## config.mk

```make
export PLATFORM = sky130hd
export DESIGN_NAME = flash_query_resp
export DESIGN_NICKNAME = d
export VERILOG_FILES = /design/src/rtl/flq_pkg.sv /design/src/rtl/qry_rom.sv /design/src/rtl/lane_lookup.sv /design/src/rtl/flash_query_resp.sv
export SDC_FILE = /design/constraint.sdc
export NUM_CORES = 1
export LEC_CHECK = 0
export BUFFER_PORTS_ARGS = -buffer_cell sky130_fd_sc_hd__buf_2
export CORE_AREA = 2 2 122 124
export DETAILED_ROUTE_END_ITERATION = 6
export DIE_AREA = 0 0 124 126
export PLACE_DENSITY = 0.94
export SYNTH_ARGS = -nofsm -noshare
export SYNTH_HDL_FRONTEND = slang
export SYNTH_SLANG_ARGS = --single-unit
```

## constraint.sdc

```tcl
create_clock -name clk -period 10.5 [get_ports clk]
set_input_delay 0.525 -clock clk [delete_from_list [all_inputs] [get_ports clk]]
set_output_delay 0.525 -clock clk [all_outputs]
set_load 0.02 [all_outputs]
```

## src/rtl/flq_pkg.sv

```systemverilog
package flq_pkg;
    localparam int DATA_W  = 32;
    localparam int LANES   = DATA_W / 8;
    localparam int BLK_W   = 14;
    localparam int TBL_LEN = 82;

    localparam logic [1:0] FQ_IDENT = 2'd1;
    localparam logic [1:0] FQ_QUERY = 2'd2;

    typedef struct packed {
        logic              valid;
        logic [DATA_W-1:0] data;
        logic [BLK_W-1:0]  blk;
    } fq_state_t;
endpackage

```

## src/rtl/qry_rom.sv

```systemverilog
module qry_rom #(
    parameter int DEV_BLOCKS       = 64,
    parameter int DEV_SECTOR_BYTES = 65536
) (
    input  logic [7:0] idx_i,
    input  logic       wide_bank_i,
    output logic [7:0] byte_o
);
    localparam int SIZE_LG = $clog2(DEV_BLOCKS * DEV_SECTOR_BYTES);
    localparam int BLK_M1  = DEV_BLOCKS - 1;

    always_comb begin
        case (idx_i)
            8'h10: byte_o = 8'h51;
            8'h11: byte_o = 8'h52;
            8'h12: byte_o = 8'h59;
            8'h13: byte_o = 8'h01;
            8'h15: byte_o = 8'h31;
            8'h1B: byte_o = 8'h45;
            8'h1C: byte_o = 8'h55;
            8'h1F: byte_o = 8'h07;
            8'h20: byte_o = 8'h07;
            8'h21: byte_o = 8'h0A;
            8'h23: byte_o = 8'h04;
            8'h24: byte_o = 8'h04;
            8'h25: byte_o = 8'h04;
            8'h27: byte_o = 8'(SIZE_LG);
            8'h28: byte_o = 8'h02;
            8'h2A: byte_o = wide_bank_i ? 8'h0B : 8'h08;
            8'h2C: byte_o = 8'h01;
            8'h2D: byte_o = 8'(BLK_M1);
            8'h2E: byte_o = 8'(BLK_M1 >> 8);
            8'h2F: byte_o = 8'(DEV_SECTOR_BYTES >> 8);
            8'h30: byte_o = 8'(DEV_SECTOR_BYTES >> 16);
            8'h31: byte_o = 8'h50;
            8'h32: byte_o = 8'h52;
            8'h33: byte_o = 8'h49;
            8'h34: byte_o = 8'h31;
            default: byte_o = 8'h00;
        endcase
    end
endmodule

```

## src/rtl/lane_lookup.sv

```systemverilog
module lane_lookup
    import flq_pkg::*;
#(
    parameter int          OFF_W            = 16,
    parameter logic [31:0] MANUF_ID         = 32'h0000_0089,
    parameter logic [31:0] DEVICE_ID        = 32'h0000_0018,
    parameter int          DEV_BLOCKS       = 64,
    parameter int          DEV_SECTOR_BYTES = 65536
) (
    input  logic [OFF_W-1:0]  off_i,
    input  logic [1:0]        mode_i,
    input  logic [1:0]        bank_lg_i,
    input  logic [1:0]        dev_lg_i,
    input  logic [1:0]        maxdev_lg_i,
    output logic [DATA_W-1:0] resp_o
);
    logic [2:0]        width_sum;
    logic [2:0]        shamt;
    logic [OFF_W-1:0]  idx_full;
    logic              in_tbl;
    logic [7:0]        entry;
    logic [DATA_W-1:0] slice;
    logic [1:0]        dev_mask;
    logic [1:0]        bank_m1;

    qry_rom #(
        .DEV_BLOCKS       (DEV_BLOCKS),
        .DEV_SECTOR_BYTES (DEV_SECTOR_BYTES)
    ) u_rom (
        .idx_i       (idx_full[7:0]),
        .wide_bank_i (bank_lg_i != 2'd0),
        .byte_o      (entry)
    );

    always_comb begin
        width_sum = {1'b0, bank_lg_i} + {1'b0, maxdev_lg_i};
        shamt     = (width_sum >= {1'b0, dev_lg_i}) ? (width_sum - {1'b0, dev_lg_i}) : 3'd0;
        idx_full  = off_i >> shamt;
        in_tbl    = idx_full < OFF_W'(TBL_LEN);
        dev_mask  = (dev_lg_i == 2'd0) ? 2'd0 : ((dev_lg_i == 2'd1) ? 2'd1 : 2'd3);
        bank_m1   = (bank_lg_i == 2'd0) ? 2'd0 : ((bank_lg_i == 2'd1) ? 2'd1 : 2'd3);

        slice = '0;
        if (mode_i == FQ_IDENT) begin
            if (idx_full[7:0] == 8'd0)      slice = MANUF_ID;
            else if (idx_full[7:0] == 8'd1) slice = DEVICE_ID;
        end else if (mode_i == FQ_QUERY && in_tbl) begin
            if (dev_lg_i < maxdev_lg_i) begin
                if (dev_lg_i == 2'd0) slice = {24'd0, entry};
            end else begin
                slice = {24'd0, entry};
            end
        end

        resp_o = '0;
        for (int b = 0; b < LANES; b++) begin
            if (2'(b) <= bank_m1) begin
                resp_o[8*b +: 8] = slice[8*int'(2'(b) & dev_mask) +: 8];
            end
        end
    end
endmodule

```

## src/rtl/flash_query_resp.sv

```systemverilog
module flash_query_resp
    import flq_pkg::*;
#(
    parameter int          OFF_W            = 16,
    parameter logic [31:0] MANUF_ID         = 32'h0000_0089,
    parameter logic [31:0] DEVICE_ID        = 32'h0000_0018,
    parameter int          DEV_BLOCKS       = 64,
    parameter int          DEV_SECTOR_BYTES = 65536
) (
    input  logic              clk,
    input  logic              rst_n,
    input  logic              rd_en,
    input  logic [1:0]        mode,
    input  logic [OFF_W-1:0]  byte_off,
    input  logic [1:0]        bank_lg,
    input  logic [1:0]        dev_lg,
    input  logic [1:0]        maxdev_lg,
    input  logic [1:0]        rd_lg,
    output logic              rd_valid,
    output logic [31:0]       rd_data,
    output logic [13:0]       buf_blk_bytes
);
    logic [DATA_W-1:0] lane_resp [LANES];
    fq_state_t         st_d, st_q;

    for (genvar k = 0; k < LANES; k++) begin : g_lane
        logic [OFF_W-1:0] lane_off;
        assign lane_off = byte_off + (OFF_W'(k) << bank_lg);
        lane_lookup #(
            .OFF_W            (OFF_W),
            .MANUF_ID         (MANUF_ID),
            .DEVICE_ID        (DEVICE_ID),
            .DEV_BLOCKS       (DEV_BLOCKS),
            .DEV_SECTOR_BYTES (DEV_SECTOR_BYTES)
        ) u_lane (
            .off_i       (lane_off),
            .mode_i      (mode),
            .bank_lg_i   (bank_lg),
            .dev_lg_i    (dev_lg),
            .maxdev_lg_i (maxdev_lg),
            .resp_o      (lane_resp[k])
        );
    end

    always_comb begin
        logic [1:0]        rd_m1;
        logic [1:0]        bank_mask;
        logic [1:0]        pos;
        logic [1:0]        lane_sel;
        logic [DATA_W-1:0] packed_word;
        logic [3:0]        field;
        logic [1:0]        ndev_lg;

        rd_m1     = (rd_lg == 2'd0) ? 2'd0 : ((rd_lg == 2'd1) ? 2'd1 : 2'd3);
        bank_mask = (bank_lg == 2'd0) ? 2'd0 : ((bank_lg == 2'd1) ? 2'd1 : 2'd3);

        packed_word = '0;
        for (int b = 0; b < LANES; b++) begin
            pos      = 2'(b);
            lane_sel = pos >> bank_lg;
            if (pos <= rd_m1) begin
                packed_word[8*b +: 8] = lane_resp[lane_sel][8*int'(pos & bank_mask) +: 8];
            end
        end

        field   = (bank_lg == 2'd0) ? 4'd8 : 4'd11;
        ndev_lg = (bank_lg >= dev_lg) ? (bank_lg - dev_lg) : 2'd0;

        st_d.valid = rd_en;
        st_d.data  = rd_en ? packed_word : '0;
        st_d.blk   = BLK_W'(1) << (field + {2'd0, ndev_lg});
    end

    always_ff @(posedge clk) begin
        if (!rst_n) st_q <= '0;
        else        st_q <= st_d;
    end

    assign rd_valid      = st_q.valid;
    assign rd_data       = st_q.data;
    assign buf_blk_bytes = st_q.blk;
endmodule

```

### After elaboration in Yosys (flattened, before gate mapping)

Index checks and enable logic that the tools add are counted.

| word-level totals | value |
|---|---|
| logic and storage cells | 268 |
| output and inout port bits | 47 |
| register bits | 47 |
| input bits | 29 |

| operators by class | value |
|---|---|
| reductions and logical operators | 36 |
| magnitude comparators | 19 |
| equality and inequality tests | 101 |
| shift-type cells | 28 |
| add/sub/neg operators | 8 |
| bitwise logic cells | 4 |
| multiplexer cells | 66 |

Operators by type and width:

| cell | number |
|---|---|
| 8-bit case mux with 16 select lines | 4 |
| 8-bit by 6-bit == test with 1-bit output, second input constant | 60 |
| 32-bit 2-to-1 mux | 14 |
| 32-bit by 6-bit indexed part select with 8-bit output | 10 |
| 32-bit binary-select mux with 2-bit select | 4 |
| 8-bit by 5-bit == test with 1-bit output, second input constant | 32 |
| 8-bit 2-to-1 mux | 30 |
| 32-bit by 5-bit indexed part select with 8-bit output | 5 |
| 16-bit adder | 4 |
| 16-bit by 7-bit < comparator with 1-bit output, second input constant | 4 |
| 16-bit by 3-bit >> shifter with 16-bit output | 4 |
| 8-bit by 1-bit == test with 1-bit output, second input constant | 4 |
| 8-bit logical NOT | 4 |
| 1-bit by 2-bit left shift with 16-bit output, first input constant | 2 |
| 2-bit by 2-bit left shift with 16-bit output, first input constant | 2 |
| 2-bit OR reduction | 12 |
| 3-bit OR reduction | 8 |
| 5-bit 2-to-1 mux | 4 |
| 2-bit 2-to-1 mux | 9 |
| 1-bit by 4-bit left shift with 14-bit output, first input constant | 1 |
| 3-bit >= comparator, second input constant | 4 |
| 2-bit NOT with 3-bit output | 4 |
| 3-bit AND reduction | 4 |
| 2-bit by 1-bit == test with 1-bit output, second input constant | 4 |
| 16 further kinds | 29 |

### Logic depth before layout (Yosys ltp)

Gate-level depths: netlist of run 1.

| logic depth | value |
|---|---|
| word-level depth | 17 |
| mapped depth | 20 |
| depth with buffers taken out | 17 |

### Hierarchy

From an unflattened synthesis of run 1, not the netlist that was laid out.

| second synthesis, totals | value |
|---|---|
| cell total of the unflattened synthesis | 1291 |
| area, all modules | 9940.8 um2 |

By module, submodules not included:

| module | sequential area each (um2) | area an instance (um2) | cells each | times used |
|---|---|---|---|---|
| flash_query_resp | 780.7 | 3264.4 | 355 | 1 |
| lane_lookup at g_lane[1].u_lane ... | 0.0 | 1231.2 | 160 | 2 |
| qry_rom | 0.0 | 455.4 | 75 | 4 |
| lane_lookup at g_lane[0].u_lane | 0.0 | 1263.7 | 167 | 1 |
| lane_lookup at g_lane[3].u_lane | 0.0 | 1128.6 | 149 | 1 |

### Worst setup path before layout of run 1

OpenSTA, ideal clock, no wires.

| path | value |
|---|---|
| path kind | in2reg |
| start | input bank_lg[0] |
| end | register st_q (netlist bit rd_data[17]) |
| arrival time | 4.667 ns |
| data required time | 10.383 ns |
| stages on the path | 18 |
| path buffers | 2 |
| path slack | 5.716 ns |
| path through | ha_1 -> fa_1 -> inv_1 -> fa_1 -> buf_2 -> inv_1 -> a22oi_4 -> mux4_2 -> or2_2 -> and3_1 -> buf_2 -> nor2_1 -> a22oi_1 -> a31o_2 -> o41ai_4 -> or2_1 -> o21ai_0 -> o22a_1 |

| on the way | value |
|---|---|
| longest elaborated chain between the ends | 17 |

Ends and longest elaborated chain:

| element | line | text |
|---|---|---|
| start: declaration | flash_query_resp.sv:15 | `input logic [1:0] bank_lg,` |
| parallel branches: the longest is 16 deep, another holds 16-bit adder | n/a |  |
| 32-bit by 6-bit indexed part select with 8-bit output (*) | flash_query_resp.sv:62 | `packed_word[8*b +: 8] = lane_resp[lane_sel][8*int'(pos & bank_mask) +: 8];` |
| end signal: assignment | flash_query_resp.sv:76 | `else st_q <= st_d;` |
| end: declaration | flash_query_resp.sv:24 | `fq_state_t st_d, st_q;` |

Mark *: on every way between the ends. The select of a mux whose other input is x is not followed.
A chain may end at the register's enable or synchronous reset.

### Worst setup path in the final report of run 1

| path | value |
|---|---|
| start | input bank_lg[1] |
| end | register st_q (netlist bit rd_data[17]) |

The elaborated chain is that of the path after synthesis.

==> results.yml, run 1 <==
power:
  p_int_uw: 647.6
  share_seq_of_total_power_pct: 9.9
  power_uw: 1561
  switching_power_uw: 913.3
  p_clk_share_pct: 11.0
  vdd_drop_max_uv: 158.1
  powerDensity_nw_per_um2: 172.3
  switching_share_pct: 58.51
  power_frac_comb_pct: 79.2
  p_leak_uw: 0.003235
detailed_routing:
  vias_per_cell: 7.869
  vias: 11260
  wirelength_um: 35470
  drt-pass1-iter-count: 6
  drc: 0
  drt-initial-drc-count: 1957
  ant_nets: 0
  drt-wirelength-per-cell_um: 24.79
sta:
  slew_headroom_pct: 21.61
  fin_crit_ns: 6.856
  fin_crit_sh_pct: 65.29
  rsz0062_at_grt: "no"
  setup_viol: 0
  fmax_ghz: 0.1459
  setup_slack_ns: 3.644
  final-max-slew-violation-count: 0
  fin_setup_tns_ns: 0
  hold_viol: 0
  worstMarginPinSlew_ns: 1.165
place:
  routabilityCongestion: 1.047
  port_buffers: 67
  dp_slack_ns: 3.748
  dp_hpwl_um: 25970
  place_area_sq_um: 8889
  placed_cells: 1423
grt:
  grt_pass1_vias: 10200
  grt.overflow.total: 0
  grtUsageTotal_pct: 44.32
  grt_pass1_wl_um: 54800
  antenna_found_initial: 0
  grt_max_degree: 57
min_path:
  min_path_cells: 3
  min_from: "rst_n"
  holdPathEnd: "buf_blk_bytes[12]"
  hp-class: "input port to flip-flop"
status:
  status: "completed"
clocking:
  hold_buffers: 0
  cts_buffer_depth: 2
  root_buffer: "clkbuf_16"
  clock_sink_count: 39
  cts_tree: "done"
  post_cts.repair.setup_buffers: 0
  path_clk_slew_ns: 0.06
  cts_max_level: 2
  cts_made_buffers: 5
  ctsResizeCount: 0
final_layout:
  fin_area_sq_um: 9057
  n_antenna_cell: 0
  drive_gt1_share_pct: 12.19
  layoutNonFillerInstCount: 1431
  final_cell_mix: "108 x nand2_1, 106 x nor2_1, 95 x a21oi_1"
  fill_cells: 1314
  area_growth_pct: 3.429
  mostFrequentLayoutCell: "nand2_1"
  layout.nets: 1303
die:
  core_sq_um: 14310
  die_h_um: 126
  die_x_um: 124
  io_pins: 76
  placement_rows: 44
  initial_core_util_pct: 61.18
  die-area_sq_um: 15620
critical_path:
  worstPathRequired_ns: 10.73
  cpPeakStageDelay_ns: 0.83
  crit_path_max_fanout: 18
  cp.arrival_ns: 7.08
  cp-start-kind: "input port"
  cp_cell_sequence: "buf_2 -> clkinv_1 -> ha_1 -> ha_1 -> fa_1 -> a21o_1 -> a31oi_1 -> o211ai_1 -> a222oi_1 -> a22oi_2 -> a2111oi_0 -> o221ai_1 -> a221oi_1 -> and2_1 -> a21boi_0 -> o22a_1"
  setup.worst_path.end_class: "flip-flop"
  criticalPathCategory: "input port to flip-flop"
  path_common_cell: "ha_1"
  crit_path_top_delay_cell: "ha_1"
job:
  cap_violations: 0
synth:
  syn_area_sq_um: 8757
  synth_compound_area_share_pct: 39.93
  synthXorXnorAreaFrac_pct: 3.386
  async_flop_share_pct: 0
  synth.yosys.warnings: 0
  synth_cell_types: 113
  syn_inst: 1256
  synth_top_family_by_area: "compound AO/OA/AOI/OAI gates"
  synth-main-ff-cell: "dfxtp_1"
  synthSimpleGateAreaFrac_pct: 29.28
  ys_seq_area_share_pct: 8.916
  synth_edf_count: 0
  ys_ff_latch: 39
  synth-adder-area-share_pct: 4.429
  synthMuxAreaShare_pct: 6.572
  synth.avg_cell_area_sq_um: 6.972
## worst max-delay path, delay by kind of cell
kind / cells / cell delay [ns]
buffers and inverters: 2 / 1.12
AND/OR/NAND/NOR: 1 / 0.32
adder cells (fa/ha/maj): 3 / 1.79
AO/OA/AOI/OAI: 10 / 3.29
## cells in the mapped netlist, drive strengths merged, types with 19 or more instances
| master | count | area share (%) |
|---|---|---|
| o211ai | 39 | 3.5 |
| a211oi | 29 | 2.6 |
| a21oi | 96 | 5.5 |
| clkbuf | 27 | 1.2 |
| ha | 23 | 3.3 |
| buf | 73 | 5.1 |
| o21ai | 77 | 4.7 |
| nand3 | 55 | 3.1 |
| mux2i | 37 | 4.6 |
| nand2b | 19 | 1.5 |
| and2 | 21 | 1.5 |
| dfxtp | 39 | 8.9 |
| nor3 | 67 | 3.9 |
| nand4 | 23 | 1.7 |
| xnor2 | 21 | 2.1 |
| inv | 25 | 1.1 |
| nand2 | 110 | 4.8 |
| nor2 | 107 | 4.6 |
## layer usage
| layer | up-vias | part of all wire, % | track usage, % |
|---|---|---|---|
| li1 | 4871 | - | - |
| met1 | 5134 | 36 | 56.52 |
| met2 | 1010 | 43 | 68.71 |
| met3 | 246 | 14 | 10.60 |
| met4 | 0 | 7.2 | 23.40 |
| met5 | - | 0 | 0 |
## area by class of cell
cell class | count | area (sq um) | area share [%]
multi-input cells | 1096 | 7370 | 81.36
clock buffers | 5 | 125.1 | 1.381
well taps | 184 | 230.2 | 2.542
inverters | 28 | 105.1 | 1.160
flip-flops and latches | 39 | 780.7 | 8.620
clock inverters | 3 | 43.79 | 0.4835
repair buffers | 76 | 402.9 | 4.448
## flip-flops by register name, summed over array words and instances, names as in the netlist
| name | flops |
|---|---|
| buf_blk_bytes | 6 |
| rd_data | 32 |
| rd_valid | 1 |
## metrics by stage
step / util, % / hold WS (ns)
floorplan: - / 0.6762
global placement: 62.10 / 0.8060
detailed placement: 62.10 / 0.8211
CTS: 63.28 / 0.5309
global route: 63.28 / 0.5723
finish: 63.28 / 0.5301
## power by group through the flow
| stage | clock (uW) | combinational, uW | sequential [uW] |
|---|---|---|---|
| finish | 171 | 1240 | 154 |
| CTS | 170 | 1180 | 154 |
| detailed placement | 0 | 1170 | 157 |
| global route | 177 | 1310 | 155 |
| global placement | 0 | 1160 | 157 |
| floorplan | 0 | 938 | 164 |
## kinds of logic (layout without fill, tap and decap cells)
logic type,Yosys count,after routing
buffers and inverters,128,112
other,1,8
AO/OA/AOI/OAI,477,477
adder cells (fa/ha/maj),28,28
XOR/XNOR,33,33
AND/OR/NAND/NOR,502,502
multiplexers,48,48
flip-flops,39,39
## worst max path at each step
| stage | from | to | slack (ns) | depth (start not counted) |
|---|---|---|---|---|
| after floorplan | bank_lg[0] | rd_data[17] | 5.72 | 18 |
| after global placement | bank_lg[1] | rd_data[25] | 3.85 | 17 |
| after detailed placement | bank_lg[1] | rd_data[24] | 3.75 | 17 |
| after CTS | bank_lg[1] | rd_data[17] | 4.04 | 16 |
| after global routing | bank_lg[1] | rd_data[8] | 3.42 | 17 |
| final | bank_lg[1] | rd_data[17] | 3.64 | 16 |
No activity file was read; power rests on OpenSTA's default activity.
==> run 2, diff against run 1 <==
ABC_AREA = 1   (was default)
CORE_AREA = 2 2 116 118   (was 2 2 122 124)
DIE_AREA = 0 0 118 120   (was 0 0 124 126)
clock period = 6.5 ns   (was 10.5 ns; I/O delays follow)
==> run 2 against run 1 <==
  * Total power is 17% higher
  * Non-clock buffer count is 1 lower
  * Sequential power is 59% higher
  * Final cell count is 17% higher
  * Worst setup slack worse by 1.8 ns
  * Hold slack worse by 0.20 ns
  * Cell area is 9.0% lower
  * Via count is 10% lower
  * Clock power is 38% higher
  * Largest cell class unchanged
  * Die area is 9.4% lower
  * Sequential share of layout area is 0.86 points higher
==> results.yml, run 2 <==
status:
  status: "completed"
clocking:
  path_clk_slew_ns: 0.05
  root_buffer: "clkbuf_16"
  cts_made_buffers: 5
  ctsResizeCount: 0
  post_cts.repair.setup_buffers: 0
  hold_buffers: 0
  cts_buffer_depth: 2
  cts_max_level: 2
  cts_tree: "done"
  clock_sink_count: 39
critical_path:
  cp.arrival_ns: 4.83
  setup.worst_path.end_class: "flip-flop"
  crit_end: "rd_data[30]"
  worstPathRequired_ns: 6.69
  cp-startpoint: "bank_lg[1]"
  criticalPathCategory: "input port to flip-flop"
  crit_path_max_fanout: 53
  cp-start-kind: "input port"
detailed_routing:
  drt-initial-drc-count: 1232
  drt-pass1-iter-count: 7
  vias_per_cell: 6.066
  wirelength_um: 25390
  drc: 0
  drt-wirelength-per-cell_um: 15.21
  ant_nets: 0
  vias: 10120
sta:
  fin_crit_ns: 4.636
  fmax_ghz: 0.2157
  hold_viol: 0
  slew_headroom_pct: 29.53
  final-max-slew-violation-count: 0
  rsz0062_at_grt: "no"
  worstMarginPinSlew_ns: 1.053
  fin_setup_tns_ns: 0
  fin_crit_sh_pct: 71.33
  setup_viol: 0
synth:
  synth_area_leaders: "nand2_1 24%, nand3_1 19%, dfxtp_1 10%"
  synth_top_area_cell: "nand2_1"
  async_flop_share_pct: 0
  synth_most_common_cell: "nand2_1"
  ys_ff_latch: 39
  synth_cell_types: 54
  synth_edf_count: 0
  ys_top_cells_by_count: "498 x nand2_1, 296 x nand3_1, 115 x nor2_1"
  yosysTopAreaCellShare_pct: 23.89
  syn_area_sq_um: 7824
  syn_inst: 1462
  synth.avg_cell_area_sq_um: 5.351
  synth-main-ff-cell: "dfxtp_1"
  synth.yosys.warnings: 0
  ys_seq_area_share_pct: 9.979
power:
  p_clk_share_pct: 13.0
  switching_power_uw: 1059
  p_int_uw: 760.9
  p_leak_uw: 0.004379
  powerDensity_nw_per_um2: 220.9
  power_frac_comb_pct: 73.6
  share_seq_of_total_power_pct: 13.5
  switching_share_pct: 58.19
  vdd_drop_max_uv: 209.1
final_layout:
  drive_gt1_share_pct: 12.99
  largest_reg_flops: 32
  n_antenna_cell: 0
  layoutNonFillerInstCount: 1669
  multi_input_area_sq_um: 6217
  fin_area_sq_um: 8238
  area_growth_pct: 5.293
  final_cell_mix: "498 x nand2_1, 296 x nand3_1, 115 x nor2_1"
  mostFrequentLayoutCell: "nand2_1"
  layout.nets: 1549
  regArea_sq_um: 780.7
  fill_cells: 1311
die:
  placement_rows: 42
  die-area_sq_um: 14160
  initial_core_util_pct: 60.28
  die_h_um: 120
  io_pins: 76
  core_sq_um: 12980
  die_x_um: 118
place:
  place_area_sq_um: 8097
  dp_hpwl_um: 19800
  routabilityCongestion: 1.082
  port_buffers: 67
  placed_cells: 1661
job:
  cap_violations: 0
grt:
  grt.overflow.total: 0
  grt_pass1_wl_um: 41680
  grt_max_degree: 62
  antenna_found_initial: 0
  grtUsageTotal_pct: 35.07
  grt_pass1_vias: 8933
min_path:
  hp-class: "input port to flip-flop"
==> run 2: worst max-delay path: stages <==
cell and delay, ns:
buf_2 0.10, buf_4 0.23, fa_1 0.60, inv_1 0.06, fa_1 0.61, nor2_8 0.06
inv_2 0.61, o21ai_1 0.21, o21ai_2 0.30, nand2_1 0.17, nor2_1 0.21, nand2_1 0.07
nand2_1 0.10, a21oi_1 0.08, nand2_1 0.09, nor2_1 0.07, a21boi_4 0.27, nand2_2 0.11
clkinv_1 0.08, nand3_1 0.08, nand2_1 0.10, nand2_1 0.07, a21oi_1 0.20
==> run 2: final cells by class <==
cell class / instances / area share (%)
clock buffer: 6 / 1.564
clock inverter: 2 / 0.1519
inverter: 127 / 5.863
multi-input combinational: 1244 / 75.47
sequential: 39 / 9.478
tap: 176 / 2.673
timing repair buffer: 75 / 4.800
==> run 2: worst min path at each step <==
stage	startpoint	end	slack, ns	cells past startpoint
after floorplan	rst_n	buf_blk_bytes[12]	0.46	2
final	rst_n	buf_blk_bytes[12]	0.33	3
after CTS	rst_n	buf_blk_bytes[13]	0.32	3
after global routing	rst_n	buf_blk_bytes[13]	0.34	3
after detailed placement	rst_n	buf_blk_bytes[13]	0.62	3
after global placement	rst_n	buf_blk_bytes[13]	0.62	3
==> run 2: cell families (layout without fill, tap and decap cells) <==
family / Yosys count / after routing / synth area share (%)
other cells: 1 / 8 / 0.04793
flops: 39 / 39 / 9.979
simple gates: 1047 / 1047 / 61.38
xor+xnor: 11 / 11 / 1.327
fa+ha+maj: 28 / 28 / 4.958
buf+inv: 186 / 210 / 10.89
compound gates: 150 / 150 / 11.42
==> run 2: power by group through the flow <==
stage / clock network [uW] / registers [uW] / logic, uW
2_1_floorplan: 0 / 257 / 1080
3_3_place_gp: 0 / 250 / 1280
3_5_place_dp: 0 / 250 / 1300
4_1_cts: 235 / 245 / 1300
5_1_grt: 245 / 246 / 1490
6_report: 236 / 245 / 1340
==> run 2: metal layers <==
metal	wire length, um	up-vias	global-route usage [%]
li1	-	4891	-
met1	10440	4488	45.61
met2	11290	645	57.45
met3	2587	100	5.371
met4	1059	0	15.66
met5	0	-	0
==> run 2: through the flow <==
stage	setup slack [ns]	total power, uW	hold slack [ns]	util (%)
after detailed placement	1.762	1548	0.6179	62.38
after global placement	1.841	1532	0.6151	62.38
after CTS	2.009	1782	0.3238	63.47
after global routing	1.489	1984	0.3448	63.47
final	1.864	1820	0.3273	63.47
after floorplan	2.417	1337	0.4606	-
